### config.mk
export PLATFORM = sky130hd
export DESIGN_NAME = circ_addr_unit
export DESIGN_NICKNAME = d
export VERILOG_FILES = /design/src/rtl/cam_pkg.sv /design/src/rtl/cam_value_cond.sv /design/src/rtl/cam_step.sv /design/src/rtl/cam_ptr_bank.sv /design/src/rtl/circ_addr_unit.sv
export SDC_FILE = /design/constraint.sdc
export NUM_CORES = 1
export LEC_CHECK = 0
export ABC_CLOCK_PERIOD_IN_PS = 3200
export BUFFER_PORTS_ARGS = -buffer_cell sky130_fd_sc_hd__buf_2
export CAP_MARGIN = 10
export CORE_UTILIZATION = 45
export DETAILED_ROUTE_END_ITERATION = 10
export SETUP_SLACK_MARGIN = 0.15
export SYNTH_ARGS = -nofsm -noshare
export SYNTH_HDL_FRONTEND = slang
export SYNTH_HIERARCHICAL = 1
export SYNTH_SLANG_ARGS = --single-unit
### constraint.sdc
create_clock -name clk -period 3.2 [get_ports clk]
set_input_delay 0.32 -clock clk [delete_from_list [all_inputs] [get_ports clk]]
set_output_delay 0.32 -clock clk [all_outputs]
set_load 0.05 [all_outputs]
### src/rtl/cam_pkg.sv
package cam_pkg;

   // update applied to the selected pointer, encoded in field bits 1:0
   typedef enum logic [1:0] {
      STEP_KEEP = 2'd0,
      STEP_INC  = 2'd1,
      STEP_DEC  = 2'd2,
      STEP_ADD  = 2'd3
   } step_e;

endpackage

### src/rtl/cam_value_cond.sv
// Fits a load word to the register width: truncate, then either zero-fill
// or sign-extend to OUT_W.
module cam_value_cond #(
   parameter int DATA_W   = 16,
   parameter int VAL_W    = 9,
   parameter int OUT_W    = 9,
   parameter bit SIGN_EXT = 1'b0
) (
   input  logic [DATA_W-1:0] din,
   output logic [OUT_W-1:0]  dout
);

   if (VAL_W > DATA_W || OUT_W < VAL_W) begin : g_bad_cfg
      initial $fatal(1, "cam_value_cond: VAL_W must fit in DATA_W and OUT_W");
   end

   logic [VAL_W-1:0] low_bits;
   assign low_bits = din[VAL_W-1:0];

   if (DATA_W > VAL_W) begin : g_drop_hi
      logic unused_hi;
      assign unused_hi = ^din[DATA_W-1:VAL_W];
   end

   if (OUT_W == VAL_W) begin : g_same
      assign dout = low_bits;
   end else if (SIGN_EXT) begin : g_sext
      assign dout = {{(OUT_W-VAL_W){low_bits[VAL_W-1]}}, low_bits};
   end else begin : g_zext
      assign dout = {{(OUT_W-VAL_W){1'b0}}, low_bits};
   end

endmodule

### src/rtl/cam_step.sv
// Next-value computation for one pointer.
module cam_step
   import cam_pkg::*;
#(
   parameter int PTR_W  = 16,
   parameter int DATA_W = 16
) (
   input  logic [PTR_W-1:0]  cur,
   input  step_e             step,
   input  logic [PTR_W-1:0]  base_q,
   input  logic [PTR_W-1:0]  end_q,
   input  logic [DATA_W-1:0] stride_q,
   output logic [PTR_W-1:0]  nxt
);

   logic [DATA_W-1:0] sum;
   logic              at_end;

   assign sum    = DATA_W'(cur) + stride_q;
   assign at_end = (end_q != '0) && (cur == end_q);

   if (DATA_W > PTR_W) begin : g_sum_hi
      logic unused_sum_hi;
      assign unused_sum_hi = ^sum[DATA_W-1:PTR_W];
   end

   always_comb begin
      unique case (step)
         STEP_KEEP: nxt = cur;
         STEP_INC:  nxt = at_end ? base_q : cur + 1'b1;
         STEP_DEC:  nxt = cur - 1'b1;
         STEP_ADD:  nxt = sum[PTR_W-1:0];
         default:   nxt = cur;
      endcase
   end

endmodule

### src/rtl/cam_ptr_bank.sv
// Pointer registers. A load has priority over an access update.
module cam_ptr_bank #(
   parameter int PTR_W    = 16,
   parameter int NUM_PTR  = 4,
   parameter int SEL_W    = 2,
   parameter int LD_SEL_W = 3
) (
   input  logic                            clk,
   input  logic                            rst_n,
   input  logic                            ld_en,
   input  logic [LD_SEL_W-1:0]             ld_sel,
   input  logic [PTR_W-1:0]                ld_val,
   input  logic                            acc_en,
   input  logic [SEL_W-1:0]                acc_sel,
   input  logic [PTR_W-1:0]                nxt,
   output logic [NUM_PTR-1:0][PTR_W-1:0]   ptr_q
);

   for (genvar i = 0; i < NUM_PTR; i++) begin : g_ptr
      logic [PTR_W-1:0] r_q;
      logic             ld_hit;
      logic             acc_hit;

      assign ld_hit  = ld_en && (ld_sel == LD_SEL_W'(i));
      assign acc_hit = acc_en && (acc_sel == SEL_W'(i));

      always_ff @(posedge clk or negedge rst_n) begin
         if (!rst_n)       r_q <= '0;
         else if (ld_hit)  r_q <= ld_val;
         else if (acc_hit) r_q <= nxt;
      end

      assign ptr_q[i] = r_q;
   end

   // with neither strobe, no pointer moves
   assert_idle_hold_R10: assert property (@(posedge clk) disable iff (!rst_n)
      (!ld_en && !acc_en) |=> $stable(ptr_q));

   // a pointer load always lands, whatever the access does
   assert_load_wins_R11: assert property (@(posedge clk) disable iff (!rst_n)
      (ld_en && (int'(ld_sel) < NUM_PTR)) |=>
      (ptr_q[$past(ld_sel[SEL_W-1:0])] == $past(ld_val)));

endmodule

### src/rtl/circ_addr_unit.sv
module circ_addr_unit
   import cam_pkg::*;
#(
   parameter int  PTR_W    = 16,
   parameter int  DATA_W   = 16,
   parameter int  NUM_PTR  = 4,
   localparam int SEL_W    = $clog2(NUM_PTR),
   localparam int FIELD_W  = SEL_W + 2,
   localparam int LD_SEL_W = $clog2(NUM_PTR + 4)
) (
   input  logic                clk,
   input  logic                rst_n,
   input  logic                acc_en,
   input  logic [FIELD_W-1:0]  acc_field,
   output logic [PTR_W-1:0]    addr_o,
   input  logic                ld_en,
   input  logic [LD_SEL_W-1:0] ld_sel,
   input  logic [DATA_W-1:0]   ld_data
);

   localparam int BASE_CODE   = NUM_PTR;
   localparam int END_CODE    = NUM_PTR + 1;
   localparam int STRIDE_CODE = NUM_PTR + 2;

   if (!(PTR_W == 9 || PTR_W == 16)) begin : g_bad_width
      initial $fatal(1, "circ_addr_unit: PTR_W must be 9 or 16");
   end
   if (DATA_W < PTR_W) begin : g_bad_data
      initial $fatal(1, "circ_addr_unit: DATA_W must be at least PTR_W");
   end
   if (NUM_PTR != 4) begin : g_bad_count
      initial $fatal(1, "circ_addr_unit: the 4-bit field needs NUM_PTR = 4");
   end

   logic [SEL_W-1:0]                sel;
   step_e                           step;
   logic [PTR_W-1:0]                ld_masked;
   logic [DATA_W-1:0]               ld_sext;
   logic [PTR_W-1:0]                base_q;
   logic [PTR_W-1:0]                end_q;
   logic [DATA_W-1:0]               stride_q;
   logic [PTR_W-1:0]                nxt;
   logic [NUM_PTR-1:0][PTR_W-1:0]   ptr_q;

   assign sel    = acc_field[FIELD_W-1:2];
   assign step   = step_e'(acc_field[1:0]);
   assign addr_o = ptr_q[sel];

   cam_value_cond #(
      .DATA_W(DATA_W), .VAL_W(PTR_W), .OUT_W(PTR_W), .SIGN_EXT(1'b0)
   ) u_mask (
      .din(ld_data), .dout(ld_masked)
   );

   cam_value_cond #(
      .DATA_W(DATA_W), .VAL_W(PTR_W), .OUT_W(DATA_W), .SIGN_EXT(1'b1)
   ) u_sext (
      .din(ld_data), .dout(ld_sext)
   );

   always_ff @(posedge clk or negedge rst_n) begin
      if (!rst_n) begin
         base_q   <= '0;
         end_q    <= '0;
         stride_q <= '0;
      end else if (ld_en) begin
         if (ld_sel == LD_SEL_W'(BASE_CODE))   base_q   <= ld_masked;
         if (ld_sel == LD_SEL_W'(END_CODE))    end_q    <= ld_masked;
         if (ld_sel == LD_SEL_W'(STRIDE_CODE)) stride_q <= ld_sext;
      end
   end

   cam_step #(.PTR_W(PTR_W), .DATA_W(DATA_W)) u_step (
      .cur(addr_o), .step(step), .base_q(base_q), .end_q(end_q),
      .stride_q(stride_q), .nxt(nxt)
   );

   cam_ptr_bank #(
      .PTR_W(PTR_W), .NUM_PTR(NUM_PTR), .SEL_W(SEL_W), .LD_SEL_W(LD_SEL_W)
   ) u_bank (
      .clk(clk), .rst_n(rst_n), .ld_en(ld_en), .ld_sel(ld_sel),
      .ld_val(ld_masked), .acc_en(acc_en), .acc_sel(sel), .nxt(nxt),
      .ptr_q(ptr_q)
   );

   // access whose pointer is not overwritten by a load in the same cycle
   logic acc_clean;
   assign acc_clean = acc_en && !(ld_en && (ld_sel == LD_SEL_W'(sel)));

   assert_keep_R3: assert property (@(posedge clk) disable iff (!rst_n)
      (acc_clean && step == STEP_KEEP) |=> (ptr_q[$past(sel)] == $past(addr_o)));

   assert_wrap_to_base_R5: assert property (@(posedge clk) disable iff (!rst_n)
      (acc_clean && step == STEP_INC && end_q != '0 && addr_o == end_q) |=>
      (ptr_q[$past(sel)] == $past(base_q)));

   assert_plain_inc_R6: assert property (@(posedge clk) disable iff (!rst_n)
      (acc_clean && step == STEP_INC && end_q == '0) |=>
      (ptr_q[$past(sel)] == PTR_W'($past(addr_o) + 1'b1)));

   assert_dec_R7: assert property (@(posedge clk) disable iff (!rst_n)
      (acc_clean && step == STEP_DEC) |=>
      (ptr_q[$past(sel)] == PTR_W'($past(addr_o) - 1'b1)));

   assert_stride_add_R8: assert property (@(posedge clk) disable iff (!rst_n)
      (acc_clean && step == STEP_ADD) |=>
      (ptr_q[$past(sel)] == PTR_W'(DATA_W'($past(addr_o)) + $past(stride_q))));

endmodule

==> metrics.cfg <==
[layout]
final_common_cell = nand2_1
syn2layout_area_growth_pct = 16.85
drive_gt1_frac = 0.3218
final_nets = 880
final_cell_mix = nand2_1, dfrtp_1, buf_4, nor2_1, a31oi_1
diodes = 0
instances_no_fill = 1052

[drt]
wl_per_cell_um = 21.97
drc_errors = 0
via_per_inst = 6.003
drt_iter0_markers = 776
via_count = 6315
routed_wl_um = 23110
ant_nets = 0
dr.pass1.iters = 5

[synth]
synth_top_area_share = 0.3851
synth_edf_count = 0
synth-async-reset-ratio = 1.000
yosys_register_bits = 112
synthTopCellsByArea = dfrtp_1, nand2_1, mux2_2
syn_area_per_cell_um2 = 9.416
syn_area_um2 = 7278
syn_inst = 773
ys.warnings.count = 6
yosysUniqueCellTypes = 62
ys_seq_area_frac = 0.3851
synth_area_leader_cell = dfrtp_1
yosys_most_used_dff = dfrtp_1
synthesis.nets = 821

[placement]
io_buffer_count = 42
dp_cells = 1023
place_congestion = 0.9586
dp_hpwl_um = 16210

[worst_setup_path]
r2r_setup_slack_ns = 0.03
crit_family = compound AO/OA/AOI/OAI gates
start_kind = flop
end_kind = flop
crit_required_ns = 3.47
critical-path-slowest-cell = mux4_2
max_stage_delay_ns = 0.55
crit_path_max_fanout = 4
worstSetupStartpoint = u_bank/g_ptr[3].r_q[0]$_DFFE_PN0P_
cp.buffers_inverters = 1
crit_arrival_ns = 3.44
regToRegStartpoint = u_bank/g_ptr[3].r_q[0]$_DFFE_PN0P_
crit_type = reg -> reg
worstPathCellList = mux4_2, ha_4, fa_2, a21o_1, a221oi_2, buf_4, o21bai_4, nor3b_1, o21ai_1, o31a_1, nand2_1, a31oi_1

[clocking]
cts.sinks = 112
cts_buffer_depth = 2
clockRootBuffer = clkbuf_16
cts_tree = done
htree_num_levels = 3
cts_buffers = 9
clk_latency_ns = 0.36
cts.clk_slew.worst_paths_ns = 0.07

[grt]
grt_usage = 0.2860
grt_pass1_vias = 6041
grt_max_degree = 68
antenna_found_initial = 0
gr-total-overflow = 0
grt_pass1_wl_um = 35040

[timing]
clock_skew_ns = 0.007838
rsz0062_at_grt = yes
tightest_slew_ns = 1.215
finalHoldViolCount = 0
finalMaxSlewViolations = 0
fmax_ghz = 0.3159
period_minus_slack_ns = 3.166
period_share = 0.9893
relSlewSlack = 0.1899
finalSetupViolCount = 0
setup_tns_ns = 0

[pwr]
leakage_uw = 0.003655
intPower_uw = 3999
clockPowerShare = 0.168
power_uw = 6792
netSwitchingFraction = 0.4112
switchingPower_uw = 2793
power.density_nw_per_um2 = 798.6
comb_power_share = 0.526
pwr-share-seq = 0.305
vdd_drop_max_v = 0.0003435

[run]
drv_cap = 0

[min_path]
hp-start = ld_data[5]
hp-class = in -> reg

[floorplanning]
rows = 46
core_um2 = 15830
dieArea_um2 = 16690
die_h_um = 129.2
ios = 43
start_util = 0.4598
die_w_um = 129.2

[outcome]
status = finished clean

## sequential cells by signal, summed over array words and instances, names as in the netlist
register / cells
end_q: 16
u_bank/g_ptr.r_q: 64
stride_q: 16
base_q: 16
## cells in the mapped netlist (2+ instances only)
master     count
o211ai_1       5
nand3_1        9
o21bai_1       2
nand2_1      147
clkbuf_1      20
nor3_1         7
clkbuf_2       4
nand3b_1       4
a32oi_1        2
ha_1          20
a22oi_1        6
inv_1          9
xnor2_1       23
nor2_1        74
dfrtp_1      112
o31ai_1        2
mux4_2        16
o221ai_1       2
nand4b_2       2
and3b_1        2
a31oi_1       63
and4_1         4
buf_4         36
xor2_1        18
mux2i_1       12
buf_6          6
a21oi_1       18
and3_1         5
buf_2         17
nand4_1       10
nand4bb_1      2
o21ai_1        7
mux2_2        48
o21ai_0        7
or2_2         16
a21o_1         5
nor4_1         6
## final timing paths
path                                                  endpoint  depth (start not counted)
setup / recovery           u_bank/g_ptr[0].r_q[12]$_DFFE_PN0P_                         12
hold / removal              u_bank/g_ptr[3].r_q[5]$_DFFE_PN0P_                          3
setup reg to reg           u_bank/g_ptr[0].r_q[12]$_DFFE_PN0P_                         12
hold reg to reg                       stride_q[11]$_DFFE_PN0P_                          1
max in group asynchronous  u_bank/g_ptr[1].r_q[14]$_DFFE_PN0P_                          3
min in group asynchronous   u_bank/g_ptr[3].r_q[1]$_DFFE_PN0P_                          2
## power by group through the flow
stage,sequential (uW),combinational (uW),clock (uW)
final,2070,3570,1140
after global routing,2120,3830,1200
after CTS,2060,3360,1160
after detailed placement,2090,3280,0
after global placement,2080,3220,0
after floorplan,1990,2200,0
## tightest hold or removal path, stage by stage
cell	delay, ns
buf_2	0.15
nor2_1	0.11
a31oi_1	0.04
## routing by layer
metal / track usage / up-vias / routed length [um]
li1: - / 2810 / -
met1: 0.4120 / 3164 / 10190
met2: 0.4276 / 300 / 10630
met3: 0.04583 / 41 / 1744
met4: 0.1176 / 0 / 551
met5: 0 / - / 0
## logic make-up after synthesis
group | share of synthesized area
and+or+nand+nor | 0.1920
AOI/OAI and AO/OA | 0.1176
DFF | 0.3851
buffers and inverters | 0.07856
muxes | 0.1403
xor gates and xnor gates | 0.04934
adders and majority gates | 0.03713
## area by class of cell
type,instances,area [um^2]
clock buffers,9,225.2
flip-flops and latches,112,2803
fillers,1402,7323
multi-input cells,569,4164
inverters,9,33.78
well taps,216,270.3
repair buffers,131,947.2
clock inverters,6,61.31
## through the flow
step	hold WS [ns]	setup WS, ns	utilization	cell area, um^2
detailed placement	0.3764	-0.2782	0.5009	7928
global placement	0.3660	-0.2445	0.5009	7928
global route	0.3155	-0.09235	0.5373	8504
CTS	0.2927	0.04826	0.5249	8308
finish	0.3004	0.03431	0.5373	8504
floorplan	0.02441	0.09408	-	7393
## what timing repair did
action / 4_1_cts / 5_1_grt
hold buffers: 1 / 0
buffers inserted: 6 / 6
pin swaps: 16 / 36
gates cloned: 0 / 1
endpoints found under the hold margin: 4 / 0
resized for setup: 4 / 29
endpoints found under the setup margin: 25 / 64
(Power assumes the default switching activity.)
